File: src/rtl/wdt_pkg.sv
package wdt_pkg;
  localparam logic [1:0] A_CTRL = 2'd0;
  localparam logic [1:0] A_CNT  = 2'd1;
  localparam logic [1:0] A_TOV  = 2'd2;
  localparam logic [1:0] A_WIN  = 2'd3;

  localparam int B_UPD = 5;
  localparam int B_IE  = 6;
  localparam int B_EN  = 7;
  localparam int B_CS  = 8;
  localparam int B_RCS = 10;
  localparam int B_ULK = 11;
  localparam int B_PRE = 12;
  localparam int B_C32 = 13;
  localparam int B_FLG = 14;

  localparam logic [15:0] SVC_LO  = 16'hA602;
  localparam logic [15:0] SVC_HI  = 16'hB480;
  localparam logic [15:0] OPEN_LO = 16'hC520;
  localparam logic [15:0] OPEN_HI = 16'hD928;

  typedef struct packed {
    logic       upd;
    logic       ie;
    logic       en;
    logic [1:0] cs;
    logic       pre;
    logic       c32;
  } cfg_t;

  typedef enum logic [1:0] {K_IDLE, K_SVC, K_OPEN} key_st_e;
endpackage

File: src/rtl/wdt_key_check.sv
module wdt_key_check
  import wdt_pkg::*;
(
  input  logic        clk_i,
  input  logic        rst_ni,
  input  logic        wr_i,
  input  logic [31:0] word_i,
  input  logic        c32_i,
  output logic        svc_o,
  output logic        open_o,
  output logic        bad_o
);
  key_st_e st_q, st_d;

  always_comb begin
    st_d   = st_q;
    svc_o  = 1'b0;
    open_o = 1'b0;
    bad_o  = 1'b0;
    if (wr_i) begin
      st_d = K_IDLE;
      if (c32_i) begin
        if (word_i == {SVC_HI, SVC_LO})        svc_o  = 1'b1;
        else if (word_i == {OPEN_HI, OPEN_LO}) open_o = 1'b1;
        else                                   bad_o  = 1'b1;
      end else begin
        unique case (st_q)
          K_IDLE: begin
            if (word_i[15:0] == SVC_LO)       st_d  = K_SVC;
            else if (word_i[15:0] == OPEN_LO) st_d  = K_OPEN;
            else                              bad_o = 1'b1;
          end
          K_SVC: begin
            if (word_i[15:0] == SVC_HI) svc_o = 1'b1;
            else                        bad_o = 1'b1;
          end
          K_OPEN: begin
            if (word_i[15:0] == OPEN_HI) open_o = 1'b1;
            else                         bad_o  = 1'b1;
          end
          default: bad_o = 1'b1;
        endcase
      end
    end
  end

  always_ff @(posedge clk_i or negedge rst_ni)
    if (!rst_ni) st_q <= K_IDLE;
    else         st_q <= st_d;
endmodule

File: src/rtl/wdt_tick_gen.sv
module wdt_tick_gen #(
  parameter int PRE_DIV = 256
) (
  input  logic       clk_i,
  input  logic       rst_ni,
  input  logic       clr_i,
  input  logic [1:0] sel_i,
  input  logic       pre_en_i,
  input  logic       lpo_tick_i,
  input  logic       k32_tick_i,
  input  logic       ext_tick_i,
  output logic       tick_o
);
  logic src;

  always_comb
    unique case (sel_i)
      2'd0:    src = 1'b1;
      2'd1:    src = lpo_tick_i;
      2'd2:    src = k32_tick_i;
      default: src = ext_tick_i;
    endcase

  if (PRE_DIV > 1) begin : g_pre
    localparam int PW = $clog2(PRE_DIV);
    logic [PW-1:0] pre_q;
    logic          wrap;
    assign wrap = (pre_q == PW'(PRE_DIV - 1));
    always_ff @(posedge clk_i or negedge rst_ni)
      if (!rst_ni)             pre_q <= '0;
      else if (clr_i || !pre_en_i) pre_q <= '0;
      else if (src)            pre_q <= wrap ? '0 : pre_q + 1'b1;
    assign tick_o = src && (!pre_en_i || wrap);
  end else begin : g_nopre
    logic unused_pre;
    assign unused_pre = pre_en_i ^ clr_i;
    assign tick_o = src;
  end
endmodule

File: src/rtl/wdt_cnt.sv
module wdt_cnt #(
  parameter int CNT_W     = 16,
  parameter int GRACE_CYC = 128
) (
  input  logic             clk_i,
  input  logic             rst_ni,
  input  logic             clr_i,
  input  logic             en_i,
  input  logic             tick_i,
  input  logic [CNT_W-1:0] limit_i,
  output logic [CNT_W-1:0] cnt_o,
  output logic             hit_o,
  output logic             grace_done_o
);
  localparam int GW = $clog2(GRACE_CYC) > 0 ? $clog2(GRACE_CYC) : 1;

  logic          exp_q;
  logic [GW-1:0] grc_q;

  assign hit_o        = en_i && !exp_q && (cnt_o >= limit_i);
  assign grace_done_o = exp_q && (grc_q == GW'(GRACE_CYC - 1));

  always_ff @(posedge clk_i or negedge rst_ni)
    if (!rst_ni) begin
      cnt_o <= '0;
      exp_q <= 1'b0;
      grc_q <= '0;
    end else if (clr_i) begin
      cnt_o <= '0;
      exp_q <= 1'b0;
      grc_q <= '0;
    end else begin
      if (hit_o) begin
        exp_q <= 1'b1;
        grc_q <= '0;
      end else if (exp_q && !grace_done_o) begin
        grc_q <= grc_q + 1'b1;
      end
      if (en_i && tick_i && cnt_o < limit_i) cnt_o <= cnt_o + 1'b1;
    end
endmodule

File: src/rtl/wdt_keyed.sv
module wdt_keyed
  import wdt_pkg::*;
#(
  parameter int CNT_W      = 16,
  parameter int PRE_DIV    = 256,
  parameter int UNLOCK_CYC = 128,
  parameter int GRACE_CYC  = 128
) (
  input  logic        clk_i,
  input  logic        rst_ni,
  input  logic        sel_i,
  input  logic        we_i,
  input  logic [1:0]  addr_i,
  input  logic [31:0] wdata_i,
  output logic [31:0] rdata_o,
  input  logic        lpo_tick_i,
  input  logic        k32_tick_i,
  input  logic        ext_tick_i,
  output logic        irq_o,
  output logic        rst_req_o
);
  localparam int UW = $clog2(UNLOCK_CYC) > 0 ? $clog2(UNLOCK_CYC) : 1;

  cfg_t             cfg_q;
  logic             ulk_q, rcs_q, flg_q;
  logic [UW-1:0]    ut_q;
  logic [CNT_W-1:0] toval_q, win_q, cnt;
  logic             wr, cnt_wr, cfg_ok, ctrl_ok;
  logic             svc, opn, bad, win_viol, clr, tick, hit, grace_done;
  logic [31:0]      ctrl_rd;

  assign wr      = sel_i && we_i;
  assign cnt_wr  = wr && addr_i == A_CNT;
  assign cfg_ok  = wr && ulk_q && cfg_q.upd;
  assign ctrl_ok = cfg_ok && addr_i == A_CTRL;

  wdt_key_check u_key (
    .clk_i, .rst_ni, .wr_i(cnt_wr), .word_i(wdata_i), .c32_i(cfg_q.c32),
    .svc_o(svc), .open_o(opn), .bad_o(bad)
  );

  assign win_viol = svc && (win_q != '0) && (cnt < win_q);
  assign clr      = svc || ctrl_ok;

  wdt_tick_gen #(.PRE_DIV(PRE_DIV)) u_tick (
    .clk_i, .rst_ni, .clr_i(clr), .sel_i(cfg_q.cs), .pre_en_i(cfg_q.pre),
    .lpo_tick_i, .k32_tick_i, .ext_tick_i, .tick_o(tick)
  );

  wdt_cnt #(.CNT_W(CNT_W), .GRACE_CYC(GRACE_CYC)) u_cnt (
    .clk_i, .rst_ni, .clr_i(clr), .en_i(cfg_q.en), .tick_i(tick),
    .limit_i(toval_q), .cnt_o(cnt), .hit_o(hit), .grace_done_o(grace_done)
  );

  // session window and handshake bits
  always_ff @(posedge clk_i or negedge rst_ni)
    if (!rst_ni) begin
      ulk_q <= 1'b0;
      ut_q  <= '0;
      rcs_q <= 1'b0;
    end else if (opn) begin
      ulk_q <= 1'b1;
      ut_q  <= '0;
      rcs_q <= 1'b0;
    end else if (ctrl_ok) begin
      ulk_q <= 1'b0;
      rcs_q <= 1'b1;
    end else if (ulk_q) begin
      if (ut_q == UW'(UNLOCK_CYC - 1)) ulk_q <= 1'b0;
      else                             ut_q  <= ut_q + 1'b1;
    end

  always_ff @(posedge clk_i or negedge rst_ni)
    if (!rst_ni) begin
      cfg_q   <= '{upd: 1'b1, default: '0};
      toval_q <= '1;
      win_q   <= '0;
    end else if (cfg_ok) begin
      unique case (addr_i)
        A_CTRL: cfg_q <= '{upd: wdata_i[B_UPD], ie: wdata_i[B_IE], en: wdata_i[B_EN],
                           cs: wdata_i[B_CS +: 2], pre: wdata_i[B_PRE], c32: wdata_i[B_C32]};
        A_TOV:  toval_q <= wdata_i[CNT_W-1:0];
        A_WIN:  win_q   <= wdata_i[CNT_W-1:0];
        default: ;
      endcase
    end

  always_ff @(posedge clk_i or negedge rst_ni)
    if (!rst_ni) begin
      flg_q     <= 1'b0;
      rst_req_o <= 1'b0;
    end else begin
      if (hit)                              flg_q <= 1'b1;
      else if (ctrl_ok && wdata_i[B_FLG])   flg_q <= 1'b0;
      if (bad || win_viol || grace_done)    rst_req_o <= 1'b1;
    end

  assign irq_o = flg_q && cfg_q.ie;

  always_comb begin
    ctrl_rd             = '0;
    ctrl_rd[B_UPD]      = cfg_q.upd;
    ctrl_rd[B_IE]       = cfg_q.ie;
    ctrl_rd[B_EN]       = cfg_q.en;
    ctrl_rd[B_CS +: 2]  = cfg_q.cs;
    ctrl_rd[B_RCS]      = rcs_q;
    ctrl_rd[B_ULK]      = ulk_q;
    ctrl_rd[B_PRE]      = cfg_q.pre;
    ctrl_rd[B_C32]      = cfg_q.c32;
    ctrl_rd[B_FLG]      = flg_q;
  end

  always_comb
    unique case (addr_i)
      A_CTRL:  rdata_o = ctrl_rd;
      A_CNT:   rdata_o = 32'(cnt);
      A_TOV:   rdata_o = 32'(toval_q);
      default: rdata_o = 32'(win_q);
    endcase
endmodule

File: config.mk
export PLATFORM = sky130hd
export DESIGN_NAME = wdt_keyed
export DESIGN_NICKNAME = d
export VERILOG_FILES = /design/src/rtl/wdt_pkg.sv /design/src/rtl/wdt_key_check.sv /design/src/rtl/wdt_tick_gen.sv /design/src/rtl/wdt_cnt.sv /design/src/rtl/wdt_keyed.sv
export SDC_FILE = /design/constraint.sdc
export NUM_CORES = 1
export LEC_CHECK = 0
export BUFFER_PORTS_ARGS = -buffer_cell sky130_fd_sc_hd__buf_4
export CORE_MARGIN = 5
export CORE_UTILIZATION = 63
export DETAILED_ROUTE_END_ITERATION = 16
export PLACE_DENSITY = 0.94
export SYNTH_ARGS = -nofsm -noshare
export SYNTH_HDL_FRONTEND = slang
export SYNTH_SLANG_ARGS = --single-unit
File: constraint.sdc
create_clock -name clk_i -period 7.7 [get_ports clk_i]
set_clock_uncertainty 0.15 [all_clocks]
set_input_delay 0.77 -clock clk_i [delete_from_list [all_inputs] [get_ports clk_i]]
set_output_delay 0.77 -clock clk_i [all_outputs]
set_load 0.02 [all_outputs]
* Word-level counts from Yosys, hierarchy flattened
Cells that the tools add are included.
** Word-level totals
- Bits in registers :: 84
- Logic and storage cells :: 130
- Output and inout port bits :: 34
** Cells by class
- Eq/ne operators :: 18
- Reduce and logical (&&, ||, !) cells :: 39
- $lt $le $gt $ge :: 3
- Add/sub/neg operators :: 4
- Multiplexer cells :: 48
** Operator list (count)
- 16-bit == test, second input constant :: 4
- 32-bit == test, second input constant :: 2
- 7-bit two-way mux :: 7
- 16-bit one-hot mux with 3 select lines :: 1
- 16-bit less-than comparator :: 2
- 16-bit two-way mux :: 2
- 1-bit two-way mux :: 29
- 8-bit two-way mux :: 3
- 16-bit by 1-bit adder with 16-bit output, second input constant :: 1
- 16-bit >= comparator :: 1
- 1-bit logical AND :: 16
- 16-bit nonzero test :: 1
- 7-bit by 1-bit adder with 7-bit output, second input constant :: 2
- 7-bit == test, second input constant :: 2
- 2-bit nonzero test :: 6
- 8-bit by 1-bit adder with 8-bit output, second input constant :: 1
- 2-bit == test, second input constant :: 4
- 8-bit == test, second input constant :: 1
- 2-bit two-way mux :: 4
- 2-bit by 1-bit == test with 1-bit output, second input constant :: 3
- 2-bit logical NOT :: 3
- 1-bit one-hot mux with 3 select lines :: 2
- 2-bit AND reduction :: 3
- 1-bit logical OR :: 5
- 5 further kinds :: 7

* Logic depth before layout (Yosys ltp)
- Word-level depth :: 9
- Mapped depth :: 10

* Hierarchy
A second synthesis with hierarchy kept.
** Unflattened totals
- Cells, all modules :: 549
- Area total of the unflattened synthesis :: 5437.7 um^2
** By module, submodules not included
- wdt_keyed :: cells each 258, instances 1, area an instance 2899.0 um^2
- wdt_cnt :: cells each 190, instances 1, area an instance 1685.4 um^2
- wdt_tick_gen :: cells each 54, instances 1, area an instance 485.5 um^2
- wdt_key_check :: cells each 47, instances 1, area an instance 367.9 um^2

* Worst setup path before layout
No wires, ideal clock.
- Path kind :: input to output
- Start :: input port addr_i[0]
- End :: output port rdata_o[11]
- Arrival :: 2085 ps
- Setup slack :: 4695 ps
- Cell stages on the path :: 3
- Cell sequence :: buf_2 > buf_1 > mux4_2
** On the way
- Word-level cells in the longest chain between the ends :: 2
- Elaborated cells between the ends (all ways) :: 4
- Classes of those cells :: 2 x eq/ne; 1 x mux; 1 x reduce/logical
** Ends and longest elaborated chain
- start: declaration :: line wdt_keyed.sv:13 : input logic [1:0] addr_i,
- 2-bit == test (tied with other cells) :: line wdt_keyed.sv:114 : unique case (addr_i)
- 16-bit one-hot mux with 3 select lines (*) :: line wdt_keyed.sv:114
- end: declaration :: line wdt_keyed.sv:15 : output logic [31:0] rdata_o,
Every way passes the cells marked *; elsewhere a longest branch is shown, timed or not.

* Worst setup path in the final report
- Start :: register toval_q[5]
- End :: register u_cnt.cnt_o[13]
** On the way
- Word-level cells in the longest chain between the ends :: 3
** Ends and longest elaborated chain
- start: declaration :: line wdt_keyed.sv:27 : logic [CNT_W-1:0] toval_q, win_q, cnt;
- start signal: assignment :: line wdt_keyed.sv:82 : A_TOV: toval_q <= wdata_i[CNT_W-1:0];
- 16-bit less-than comparator :: line wdt_cnt.sv:39 : if (en_i && tick_i && cnt_o < limit_i) cnt_o <= cnt_o + 1'b1;
- 1-bit logical AND :: line wdt_cnt.sv:39
- 2-bit nonzero test (no line)
- end signal: assignment :: line wdt_cnt.sv:39
- end: declaration :: line wdt_cnt.sv:11 : output logic [CNT_W-1:0] cnt_o,
Every way passes these cells.
A chain may end at the register's enable or synchronous reset.

==> summary.md <==
| Metric | Value |
|---|---|
| Starting Density | `64.13%` |
| Fillers | `560` |
| Crit path cell chain | `inv_1, ha_1, a21oi_1, o21ai_0, a221oi_2, nand4_2, or4_4, a21oi_2` |
| LEAKAGE | `between 0.002 and 0.003 uW` |
| Worst EP required | `slightly below 8 ns` |
| Critical path's top delay family | `simple AND/OR/NAND/NOR gates` |
| Max Clk Rate | `roughly 0.31 GHz` |
| Post-Syn Instances | `557` |
| Util after Layout | `72.41%` |
| Pin count of the biggest net entering global routing | `85` |
| Synthesis-to-finish area growth | `12.91%` |
| Final period util | `between 40% and 50%` |
| HP Class | `flip-flop to flip-flop` |
| Leading post-synthesis cells by instance count | `nand2_1, dfrtp_1, o21ai_0` |
| Final setup violation count | `0` |
| Yosys top cell area share | `a little under a third` |
| Clock tree sinks | `between 80 and 90` |
| Async SR Flop Fraction | `between 90% and 100%` |
| Global-route wire length before repair | `22,580 um` |
| Drt total wl | `13,710 um` |
| Total CTS buffers | `9` |
| Mux contribution to synthesized area | `under 10%` |
| Main synth FF type | `dfrtp_1` |
| Avg Inst Size Synth | `~9.4 um2` |
| Clk slew on worst S/H paths | `roughly 0.1 ns` |
| Post-Synth Adder-Cell Area | `under 10%` |
| GRT overflow | `0` |
| Post-route ant nets | `0` |
| Max-cap check violation count | `0` |
| Worst slew pin tran | `approximately 1.0 ns` |
| Layout cells sized above 1 | `about 22%` |
| Xor/xnor share of the synthesized area | `2.172%` |
| Count leader, synth | `nand2_1` |
| Resized cells post-CTS | `0` |
| Hold-fix buffers, CTS | `0` |
| Crit Path Category | `flip-flop to flip-flop` |
| DRT iter0 DRCs | `373` |
| Rows | `33` |
| DR pass1 iterations | `6` |
| Cell at the slowest stage of the critical path | `or4_4` |
| Final Hold Viols | `0` |
| Vias in the first global route | `4,586` |
| PD cells | `a little under 300 nW/um2` |
| TNS Setup | `0 ns` |
| EDFF count, synth | `0` |
| H-tree depth | `3` |
| Pwr Total | `1733 uW` |
| Unique cell type count in the Yosys netlist | `57` |
| Inst Count DP | `roughly 700` |
| Sequential-to-total area share from yosys stat | `between 40% and 50%` |
| Chip width | `between 100 and 150 um` |
| Number of synthesis warnings | `0` |
| Largest family of logic cells by synthesized area | `simple AND/OR/NAND/NOR gates` |
| Latest clock arrival within the worst-skew pair | `between 0.3 and 0.4 ns` |
| Crit path buffers/inverters | `1` |
| Port Buf Inserts | `slightly below 60` |
| Final Critical Period | `3.198 ns` |
| Max VDD drop | `between 0.15 and 0.2 mV` |
| Top-Level Pins | `between 70 and 80` |
| DP HPWL | `between 10,000 and 15,000 um` |
| Wire per inst | `around 19 um` |
| Critical Path AT | `3.32 ns` |
| Setup Buffers After CTS | `0` |
| Top cells by area, synth | `dfrtp_1, dfstp_2, ha_1` |
| GPL Wtd Cong | `roughly 1.0` |
| Mean number of vias per cell | `roughly 6.4` |
| Nets | `between 600 and 700` |
| DIE HEIGHT | `101.2 um` |
| Area leader, netlist | `dfrtp_1` |
| Synth Area in Compound Gates | `between 10% and 20%` |
| Status | `finished clean` |
| Critical path endpoint category | `flip-flop` |
| CP Max Fanout | `30` |
| Antenna violations before repair | `0` |
| Critical Path Start Type | `flip-flop` |
| ANT cells | `0` |
| Worst path max stage delay | `about 0.71 ns` |
| # DRC | `0` |
| Post-Syn Area | `around 5200 um2` |
| Synthesized flop and latch total | `84` |
| Worst slew margin | `30.63%` |
| Routed vias | `4,640` |
| Simple-gate share of the synthesized area | `~21%` |
| Hold Worst Slack | `0.3224 ns` |
| Unrepaired setup endpoints after global routing | `no` |
| Total GRT Usage | `between 20 and 30%` |
| Layout Cells excl Fill | `721` |
| Max-slew violations | `0` |
| CTS tree | `yes` |
| Root buf cell | `clkbuf_8` |
| Core area | `about 8200 um2` |
| Die area | `between 10,000 and 15,000 um2` |
| Maximum clock path buffer count | `2` |
==> routing by layer <==
metal | part of all wire, % | vias to the layer above | wire length [um] | GRT usage (%)
met2 | 50 | 253 | 6892 | 49.75
met1 | 38 | 2269 | 5244 | 33.69
met5 | 0 | - | 0 | 0
met4 | 3.8 | 0 | 517 | 11.25
li1 | - | 2067 | - | -
met3 | 7.7 | 51 | 1059 | 5.441
==> sequential cells by signal, indices dropped and copies added (netlist names), 2 cells and up <==
name / count
u_key.st_q: 2
cfg_q: 7
ut_q: 7
win_q: 16
u_tick.g_pre.pre_q: 8
u_cnt.cnt_o: 16
toval_q: 16
u_cnt.grc_q: 7
==> cells in the final DEF, fill, tap and decap left out, drive strengths merged, types with 3 or more instances in the layout <==
cell	instances
dfrtp	67
clkbuf	9
o21ai	45
a22o	6
or3	13
a31oi	5
and3	5
and2	3
nor3	6
buf	59
nor3b	3
inv	44
nor2	36
xor2	9
xnor2	4
nor4b	5
nand3	15
nand2	74
a21o	4
mux2i	5
conb	16
nand2b	3
or4	5
o31ai	4
mux4	10
nand4	18
a21oi	33
ha	35
nor2b	3
mux2	17
nor4	11
dfstp	17
==> final cells by class <==
type / count / area, um2 / area share (%)
tap: 105 / 131.4 / 2.219
inverter: 43 / 161.4 / 2.727
clock inverter: 7 / 111.4 / 1.881
timing repair buffer: 59 / 442.9 / 7.483
clock buffer: 9 / 123.9 / 2.093
multi-input combinational: 414 / 2825 / 47.73
sequential: 84 / 2123 / 35.87
==> power by group <==
group          leakage, uW  internal (uW)  switching (uW)
registers          0.00103            610             149
clock network     0.000110            188             179
logic              0.00158            269             338
total              0.00272           1070             666
==> cell families (layout without fill, tap and decap cells) <==
family,after synthesis,count (layout)
XOR/XNOR,13,13
other,1,16
AO/OA/AOI/OAI,109,109
flip-flops,84,84
adder cells (fa/ha/maj),35,35
buffers and inverters,74,118
multiplexers,32,32
AND/OR/NAND/NOR,209,209
==> path summary, 6_finish.rpt <==
check                                 from               endpoint  slack [ns]  cells after the start
worst max-delay path            toval_q[5]        u_cnt.cnt_o[13]        4.50                      8
worst min-delay path              cfg_q[6]               cfg_q[6]        0.32                      2
worst max register to register  toval_q[5]        u_cnt.cnt_o[13]        4.50                      8
worst min register to register    cfg_q[6]               cfg_q[6]        0.32                      2
max in group asynchronous           rst_ni  u_tick.g_pre.pre_q[1]        6.31                      1
min in group asynchronous           rst_ni               win_q[3]        0.43                      1
==> worst reg2reg max path: stages, from the launching register on <==
cell      delay [ns]
dfstp_2         0.54
inv_1           0.06
ha_1            0.30
a21oi_1         0.16
o21ai_0         0.14
a221oi_2        0.32
nand4_2         0.57
or4_4           0.72
a21oi_2         0.14
==> stage by stage <==
step | setup slack, ns | cell area (um2)
after detailed placement | 4.354 | 5684
after global routing | 4.283 | 5919
final | 4.502 | 5919
after floorplan | 4.695 | 5299
after CTS | 4.509 | 5919
after global placement | 4.504 | 5684
(Power assumes the default switching activity.)
